[src/rtl/irq_regbank_pkg.sv]
package irq_regbank_pkg;
   localparam int IRQ_W = 7;

   // byte offsets of the register map
   localparam logic [7:0] OFF_STATUS = 8'h04;
   localparam logic [7:0] OFF_SETMSK = 8'h08;
   localparam logic [7:0] OFF_CLRMSK = 8'h0C;
   localparam logic [7:0] OFF_MASK   = 8'h10;
   localparam logic [7:0] OFF_WMARK  = 8'h28;

   // event bit positions (shared by status, mask and both mask ports)
   localparam int B_FAULT  = 1;
   localparam int B_TXLOW  = 2;
   localparam int B_TXFULL = 3;
   localparam int B_RXDATA = 4;

   // bits latched until cleared, and bits that mirror a level
   localparam logic [IRQ_W-1:0] STICKY_BITS = IRQ_W'((1 << B_FAULT) | (1 << B_TXLOW));
   localparam logic [IRQ_W-1:0] LEVEL_BITS  = IRQ_W'((1 << B_TXFULL) | (1 << B_RXDATA));
endpackage

[src/rtl/irq_status_bits.sv]
module irq_status_bits #(
   parameter int W = 7,
   parameter logic [W-1:0] STICKY = '0,
   parameter logic [W-1:0] LEVEL  = '0
) (
   input  logic         clk,
   input  logic         rst_n,
   input  logic [W-1:0] set_vec,
   input  logic [W-1:0] clr_vec,
   output logic [W-1:0] status
);
   for (genvar i = 0; i < W; i++) begin : g_bit
      if (STICKY[i]) begin : g_sticky
         always_ff @(posedge clk or negedge rst_n) begin
            if (!rst_n) status[i] <= 1'b0;
            else        status[i] <= (status[i] & ~clr_vec[i]) | set_vec[i];
         end
      end else if (LEVEL[i]) begin : g_level
         always_ff @(posedge clk or negedge rst_n) begin
            if (!rst_n) status[i] <= 1'b0;
            else        status[i] <= set_vec[i];
         end
      end else begin : g_rsvd
         assign status[i] = 1'b0;
      end
   end
endmodule

[src/rtl/irq_mask_reg.sv]
module irq_mask_reg #(
   parameter int W = 7
) (
   input  logic         clk,
   input  logic         rst_n,
   input  logic         set_wr,
   input  logic         clr_wr,
   input  logic [W-1:0] bits,
   output logic [W-1:0] mask
);
   always_ff @(posedge clk or negedge rst_n) begin
      if (!rst_n)      mask <= '0;
      else if (set_wr) mask <= mask | bits;
      else if (clr_wr) mask <= mask & ~bits;
   end
endmodule

[src/rtl/irq_wmark_reg.sv]
module irq_wmark_reg #(
   parameter int WM_W = 4
) (
   input  logic            clk,
   input  logic            rst_n,
   input  logic            wr,
   input  logic [WM_W-1:0] wdata,
   output logic [WM_W-1:0] wmark
);
   always_ff @(posedge clk or negedge rst_n) begin
      if (!rst_n)  wmark <= WM_W'(1);
      else if (wr) wmark <= wdata;
   end
endmodule

[src/rtl/irq_regbank.sv]
module irq_regbank
   import irq_regbank_pkg::*;
#(
   parameter int DEPTH  = 16,
   parameter int ADDR_W = 8,
   parameter int DATA_W = 32,
   localparam int FILL_W = $clog2(DEPTH + 1),
   localparam int WM_W   = $clog2(DEPTH)
) (
   input  logic              clk,
   input  logic              rst_n,
   input  logic              bus_wr,
   input  logic [ADDR_W-1:0] bus_addr,
   input  logic [DATA_W-1:0] bus_wdata,
   output logic [DATA_W-1:0] bus_rdata,
   input  logic              mode_fault,
   input  logic [FILL_W-1:0] tx_fill,
   input  logic [FILL_W-1:0] rx_fill,
   output logic              irq
);
   if (DEPTH < 4 || (DEPTH & (DEPTH - 1)) != 0) begin : g_bad_depth
      $error("irq_regbank: DEPTH must be a power of two of at least 4");
   end
   if (ADDR_W < 6 || DATA_W < 16 || WM_W > DATA_W) begin : g_bad_width
      $error("irq_regbank: ADDR_W must be >= 6 and DATA_W >= 16");
   end

   logic hit_status, hit_setm, hit_clrm, hit_mask, hit_wmark;
   assign hit_status = bus_addr == ADDR_W'(OFF_STATUS);
   assign hit_setm   = bus_addr == ADDR_W'(OFF_SETMSK);
   assign hit_clrm   = bus_addr == ADDR_W'(OFF_CLRMSK);
   assign hit_mask   = bus_addr == ADDR_W'(OFF_MASK);
   assign hit_wmark  = bus_addr == ADDR_W'(OFF_WMARK);

   logic [IRQ_W-1:0] status_q, mask_q, ev_set, ev_clr;
   logic [WM_W-1:0]  wmark_q;

   always_comb begin
      ev_set           = '0;
      ev_set[B_FAULT]  = mode_fault;
      ev_set[B_TXLOW]  = tx_fill < FILL_W'(wmark_q);
      ev_set[B_TXFULL] = tx_fill == FILL_W'(DEPTH);
      ev_set[B_RXDATA] = rx_fill != '0;
   end
   assign ev_clr = (bus_wr && hit_status) ? bus_wdata[IRQ_W-1:0] : '0;

   irq_status_bits #(.W(IRQ_W), .STICKY(STICKY_BITS), .LEVEL(LEVEL_BITS)) u_status (
      .clk     (clk),
      .rst_n   (rst_n),
      .set_vec (ev_set),
      .clr_vec (ev_clr),
      .status  (status_q)
   );

   irq_mask_reg #(.W(IRQ_W)) u_mask (
      .clk    (clk),
      .rst_n  (rst_n),
      .set_wr (bus_wr && hit_setm),
      .clr_wr (bus_wr && hit_clrm),
      .bits   (bus_wdata[IRQ_W-1:0]),
      .mask   (mask_q)
   );

   irq_wmark_reg #(.WM_W(WM_W)) u_wmark (
      .clk   (clk),
      .rst_n (rst_n),
      .wr    (bus_wr && hit_wmark),
      .wdata (bus_wdata[WM_W-1:0]),
      .wmark (wmark_q)
   );

   always_comb begin
      bus_rdata = '0;
      if (hit_status)     bus_rdata = DATA_W'(status_q);
      else if (hit_mask)  bus_rdata = DATA_W'(mask_q);
      else if (hit_wmark) bus_rdata = DATA_W'(wmark_q);
   end

   always_ff @(posedge clk or negedge rst_n) begin
      if (!rst_n) irq <= 1'b0;
      else        irq <= |(status_q & mask_q);
   end
endmodule

[config.mk]
export PLATFORM = sky130hd
export DESIGN_NAME = irq_regbank
export DESIGN_NICKNAME = d
export VERILOG_FILES = /design/src/rtl/irq_regbank_pkg.sv /design/src/rtl/irq_status_bits.sv /design/src/rtl/irq_mask_reg.sv /design/src/rtl/irq_wmark_reg.sv /design/src/rtl/irq_regbank.sv
export SDC_FILE = /design/constraint.sdc
export NUM_CORES = 1
export LEC_CHECK = 0
export CAP_MARGIN = 20
export CORE_ASPECT_RATIO = 1.75
export CORE_MARGIN = 5
export CORE_UTILIZATION = 30
export CTS_CLUSTER_DIAMETER = 200
export DETAILED_ROUTE_END_ITERATION = 12
export GPL_TIMING_DRIVEN = 0
export PLACE_DENSITY = 0.76
export SLEW_MARGIN = 0
export SYNTH_ARGS = -nofsm -noshare
export SYNTH_HDL_FRONTEND = slang
export SYNTH_SLANG_ARGS = --single-unit
[constraint.sdc]
create_clock -name clk -period 3.6 [get_ports clk]
set_input_delay 0.72 -clock clk [delete_from_list [all_inputs] [get_ports clk]]
set_output_delay 0.72 -clock clk [all_outputs]
set_load 0.02 [all_outputs]
==> results of run 1 <==
worst paths after layout:
check	depth (start not counted)	to	slack (ps)	startpoint
max	6	bus_rdata[5]	80	bus_addr[1]
min	2	flip-flop	520	flip-flop
max reg2reg	5	u_status.status[2]$_DFF_PN0_	2340	u_wmark.wmark[1]$_DFFE_PN0P_
min reg2reg	2	flip-flop	520	flip-flop
max in group asynchronous	1	u_wmark.wmark[2]$_DFFE_PN0P_	2240	rst_n
min in group asynchronous	1	u_wmark.wmark[3]$_DFFE_PN0P_	900	rst_n
where the power goes:
part | total [mW] | switching (mW) | internal, mW
clock | 0.158 | 0.0607 | 0.0968
combinational | 0.107 | 0.0511 | 0.0563
sequential | 0.191 | 0.00457 | 0.187
total | 0.456 | 0.116 | 0.340
cells in the mapped netlist:
master | number | share of area (%)
and2_1 | 3 | 1.7
mux2i_1 | 7 | 6.3
nor4b_4 | 1 | 2.1
o211ai_1 | 1 | 0.68
or4_4 | 1 | 1.0
nand3_1 | 2 | 0.90
nand2b_1 | 4 | 2.3
dfstp_2 | 1 | 2.4
a22oi_1 | 4 | 2.7
buf_4 | 25 | 17
nor4_1 | 1 | 0.56
conb_1 | 1 | 0.34
nor4_4 | 1 | 1.9
nor3_1 | 1 | 0.45
nand2_2 | 1 | 0.56
a222oi_1 | 1 | 0.90
mux2_4 | 4 | 5.4
inv_1 | 12 | 4.1
clkbuf_1 | 1 | 0.34
nor4_2 | 2 | 2.3
nor2_1 | 2 | 0.68
dfrtp_1 | 15 | 34
ha_1 | 3 | 3.4
a211o_1 | 1 | 0.79
a21o_1 | 1 | 0.68
a22o_1 | 3 | 2.4
nand2_1 | 13 | 4.4
cell type report:
class / count / area (sq um)
Inverter: 12 / 45.0
Buffer: 26 / 191
Timing Repair Buffer: 38 / 378
Sequential cell: 16 / 402
Fill cell: 336 / 1890
Clock buffer: 4 / 55.1
Multi-Input combinational cell: 82 / 578
Tap cell: 46 / 57.6
critical path, delay by kind of cell:
kind / cells / cell delay [ps]
AND/OR/NAND/NOR: 3 / 890
buffers and inverters: 3 / 1190
kinds of logic after synthesis:
group | Yosys count
and+or+nand+nor | 32
DFF | 16
buffers and inverters | 38
adders and majority gates | 3
AOI/OAI and AO/OA | 11
muxes | 11
other | 1
layout by cell type (no fill, tap or decap), drive strengths merged, types with 3 or more instances in the layout:
| cell type | count |
|---|---|
| nor4 | 4 |
| buf | 28 |
| mux2i | 7 |
| dlymetal6s2s | 3 |
| clkdlybuf4s50 | 30 |
| dfrtp | 15 |
| conb | 25 |
| inv | 12 |
| ha | 3 |
| a22o | 3 |
| nand2 | 14 |
| clkbuf | 5 |
| and2 | 3 |
| nand2b | 4 |
| a22oi | 4 |
| mux2 | 4 |
metrics by stage:
step                utilization [%]  std cells
floorplan                         -        136
global placement               44.7        217
detailed placement             44.7        217
CTS                            47.3        224
global route                   47.5        224
finish                         47.5        224
repair_timing:
item                                    in CTS  in global routing
pin swaps                                    3                  0
gates resized for setup                      4                  3
setup buffers                                3                  0
endpoints found under the setup margin       7                  3
routing by layer:
layer | up-vias | GRT usage (%) | share of wire, %
li1 | 456 | - | -
met1 | 382 | 12.2 | 40
met2 | 51 | 18.0 | 48
met3 | 4 | 4.01 | 10
met4 | 0 | 4.55 | 1.5
met5 | - | 0 | 0
==> metrics.md, run 1 <==
| Metric | Value |
|---|---|
| Status | complete, no violations |
| GRT Resource Usage Total | between 10 and 15% |
| Hold Crit Class | flip-flop to flip-flop |
| Wire per inst | between 10 and 15 um |
| Critical path cell sequence | clkdlybuf4s50_1 -> or4_4 -> nor4_4 -> buf_4 -> and2_1 -> clkdlybuf4s50_1 |
| CTS clk-pin slew, worst paths | ~60 ps |
| Post-synthesis simple-gate area fraction | between 10% and 20% |
| Cell area after placement | roughly 1600 sq um |
| Layout area overhead | 54.0% |
| Fin nets | roughly 240 |
| Synth unique cells | 27 |
| Design Area, Final | about 1700 sq um |
| First-pass GRT wire length | 4420 um |
| Drt total wl | 2490 um |
| CP Max Fanout | 7 |
| H-tree levels | 1 |
| Core area | 3590 sq um |
| RSZ-0062 raised after global routing | false |
| Remaining Overflow, GRT | 0 |
| Setup-failing EPs final | 0 |
| Worst Path Arrival | 2800 ps |
| Worst setup SP type | primary input |
| ANT cells | 0 |
| Final setup TNS | 0 ps |
| CTS buffer count | 3 |
| CTS Hold Bufs | 0 |
| Port buffer count | 35 |
| Max-slew headroom | approximately 52% |
| Fin. Hold Viols | 0 |
| Xor/xnor share of the synthesized area | 0% |
| Worst setup EP type | output port |
| Slowest-stage cell, CP | or4_4 |
| Via count | roughly 890 |
| Slew @ Worst Pin | ~720 ps |
| CP max stage delay | approximately 610 ps |
| DRC | 0 |
| Max-cap violation count | 0 |
| Max Slew Vio Count | 0 |
| Area of the mapped netlist | 1110 sq um |
| Crit share post-route | between 90% and 100% |
| Largest net degree at the start of global routing | 17 |
| Clk buf depth | 2 |
| Final Critical Period | 3520 ps |
| Gate Count Post-Synth | approximately 110 |
| Leakage | roughly 0.93 nW |
| Compound-Gate Fraction of Synth Area | between 8 and 9% |
| Die footprint | around 5100 sq um |
| Chip Height | approximately 90 um |
| Routed Antenna Nets | 0 |
| Via/cell ratio | 3.99 |
| Max rail drop VDD | 0.168 mV |
| TritonCTS clock tree | built |
| P per Cell Area | between 200 and 300 nW/um^2 |
| Die W | 56.0 um |
| TritonCTS Sinks | 16 |
| Vias in the first global route | roughly 1,000 |
| Clk_lat worst skew | between 200 and 250 ps |
| Ys Warns | 0 |
| Fmax | about 0.28 GHz |
| Mapped Avg Cell Area | between 9 and 10 sq um |
| Seq cells post-synth | 16 |
| Dpl ws | -391 ps |
| DR pass1 iterations | 4 |
| Sequential share of the synthesized area | between 30 and 40% |
| Final total power | 0.456 mW |
| Largest family of logic cells by synthesized area | buffers and inverters |
| Clk root buf | clkbuf_8 |
| Post-synthesis mux area share | between 10% and 20% |
| Share of cells above drive strength 1 | 24.2% |
| Hold WS | between 500 and 600 ps |
| Adder-cell share of the synthesized area | about 3.4% |
| Post-DP HPWL | 2100 um |
| Routability cong. | 0.736 |
| Crit path top cell by count | clkdlybuf4s50_1 |
| Rows | 29 |
| Worst clock skew | around 1.6 ps |
| CP required | approximately 2900 ps |
| Final Worst Setup Slack | ~77 ps |
| IO Pins | a little under 90 |
| WS Path Type | primary input to output port |
| Antenna violations before repair | 0 |
| Initial Utilization | between 30% and 40% |
| First-iteration detailed-routing DRC count | 24 |
No activity file was read; power rests on OpenSTA's default activity.
==> inputs of run 2 (changes only) <==
--- a/config.mk
+++ b/config.mk
@@ -10,10 +10,12 @@
 export CORE_MARGIN = 5
 export CORE_UTILIZATION = 30
 export CTS_CLUSTER_DIAMETER = 200
+export CTS_CLUSTER_SIZE = 30
 export DETAILED_ROUTE_END_ITERATION = 12
 export GPL_TIMING_DRIVEN = 0
-export PLACE_DENSITY = 0.76
+export PLACE_DENSITY = 0.75
 export SLEW_MARGIN = 0
 export SYNTH_ARGS = -nofsm -noshare
 export SYNTH_HDL_FRONTEND = slang
+export SYNTH_HIERARCHICAL = 1
 export SYNTH_SLANG_ARGS = --single-unit
==> metrics.md, run 2 <==
| Metric | Value |
|---|---|
| Critical path cell sequence | clkdlybuf4s50_1 -> or4_4 -> and4bb_4 -> a222oi_1 -> inv_1 -> dlygate4sd2_1 |
| Worst Path Arrival | 2650 ps |
| Clk_lat worst skew | between 200 and 250 ps |
| Routed Antenna Nets | 0 |
| CP delay by family, top | simple AND/OR/NAND/NOR gates |
| Clock share of power | 33.4% |
| Clk root buf | clkbuf_8 |
| CTS Hold Bufs | 0 |
| Seq pwr share | about 42% |
| Setup repair bufs after CTS | 0 |
| First-iteration detailed-routing DRC count | 28 |
| Fmax | just under 0.3 GHz |
| CTS clk-pin slew, worst paths | 60 ps |
| H-tree levels | 1 |
| Final Worst Setup Slack | 235 ps |
| Sw frac | between 20% and 30% |
| Worst setup SP type | primary input |
| # fillers | roughly 370 |
| TritonCTS Sinks | 16 |
| Core area | approximately 3600 sq um |
| Leakage | 0.887 nW |
| Max-slew headroom | between 50% and 60% |
| Fin. Hold Viols | 0 |
| Die W | around 56 um |
| Via count | about 960 |
| Dpl ws | -180 ps |
| Largest net degree at the start of global routing | 17 |
| Hold Crit Class | flip-flop to flip-flop |
| Commonest non-fill, non-tap cell in the layout | clkdlybuf4s50_1 |
| Cell area after placement | 1640 sq um |
| Port buffer count | 36 |
| Design Area, Final | approximately 1700 sq um |
| Worst clock skew | 4.09 ps |
| Fin nets | around 240 |
| DRC | 0 |
| Setup-failing EPs final | 0 |
| Final Critical Period | between 3000 and 4000 ps |
| WS Path Type | primary input to output port |
| Gate Count Post-Synth | around 110 |
| GRT Resource Usage Total | around a tenth |
| Mapped Avg Cell Area | 9.87 sq um |
| Clk buf depth | 2 |
| Slew @ Worst Pin | 711 ps |
| CP Max Fanout | 7 |
| Max-cap violation count | 0 |
| Vias in the first global route | slightly below 1,000 |
| First-pass GRT wire length | ~4300 um |
| P per Cell Area | approximately 270 nW/um^2 |
| Area of the mapped netlist | about 1100 sq um |
| Rows | 29 |
| Chip Height | roughly 90 um |
| Comb pwr share | ~25% |
| Routability cong. | between 0.7 and 0.8 |
| TritonCTS clock tree | built |
| P_sw | 0.115 mW |
| Crit share post-route | between 90% and 100% |
| DP Cell Count | approximately 220 |
| RSZ-0062 raised after global routing | false |
| Final total power | ~0.46 mW |
| Remaining Overflow, GRT | 0 |
| Max Slew Vio Count | 0 |
| Worst setup EP type | output port |
| DR pass1 iterations | 5 |
| IO Pins | 87 |
| Antenna violations before repair | 0 |
| Layout area overhead | 52.7% |
| Die footprint | slightly above 5000 sq um |
| Max rail drop VDD | ~0.2 mV |
| Most frequent cells in the layout | 29 x clkdlybuf4s50_1, 28 x buf_4, 28 x conb_1, 15 x dfrtp_1 |
| CP required | approximately 2900 ps |
| Drt total wl | between 2000 and 3000 um |
| Wire per inst | ~12 um |
| Initial Utilization | around 31% |
| Via/cell ratio | 4.23 |
| Post-DP HPWL | 2230 um |
| Fin cells | approximately 230 |
| CP max stage delay | 570 ps |
| Pint | 0.348 mW |
| Slowest-stage cell, CP | or4_4 |
| CTS buffer count | 3 |
| Share of cells above drive strength 1 | about a quarter |
| ANT cells | 0 |
| Ys Warns | 6 |
| CP Buf/Inv Count | 3 |
| Status | complete, no violations |
-- run 2: per-layer routing --
layer	wire [um]	global-route usage [%]	vias up
met5	0	0	-
met4	55	5.35	0
met3	240	2.86	4
met2	1360	18.6	49
met1	950	11.2	422
li1	-	-	482
-- run 2: worst reg2reg max path: cells and delay by family (launching register included) --
family          cells  cell delay (ps)
buf+inv             1               60
compound gates      4              650
flops               1              380
fa+ha+maj           1              260
-- run 2: metrics by stage --
stage	hold slack, ps	utilization [%]	TNS [ps]
floorplan	424	-	0
global placement	493	44.9	-318
finish	513	46.9	0
detailed placement	498	45.2	-557
global route	525	46.9	0
CTS	519	46.7	0
-- run 2: timing repair --
action	4_1_cts	5_1_grt
gates resized for setup	5	3
pin swaps	0	0
setup endpoints to repair	4	3
-- run 2: power by group through the flow --
stage	sequential, mW	clock (mW)	combinational, mW
floorplan	0.199	0	0.0641
global placement	0.198	0	0.111
detailed placement	0.198	0	0.113
CTS	0.195	0.160	0.113
global route	0.196	0.172	0.124
finish	0.195	0.154	0.114
-- run 2: layout make-up --
class	count	area, sq um	area share, %
multi-input combinational	86	572	33.6
buffer	28	210	12.3
clock buffer	4	55.1	3.23
timing repair buffer	37	373	21.9
tap	46	57.6	3.38
sequential	16	402	23.6
inverter	9	33.8	1.98
-- run 2: final timing paths --
kind | startpoint | end | slack [ps] | cells past startpoint
worst max register to register | u_wmark/wmark[1]$_DFFE_PN0P_ | u_status/status[2]$_DFF_PN0_ | 2190 | 6
min in group asynchronous | rst_n | async pin | 900 | 1
worst min register to register | u_status/status[2]$_DFF_PN0_ | u_status/status[2]$_DFF_PN0_ | 510 | 1
worst min-delay path | u_status/status[2]$_DFF_PN0_ | u_status/status[2]$_DFF_PN0_ | 510 | 1
worst max-delay path | bus_addr[1] | bus_rdata[0] | 230 | 6
max in group asynchronous | rst_n | u_status/status[3]$_DFF_PN0_ | 2250 | 1
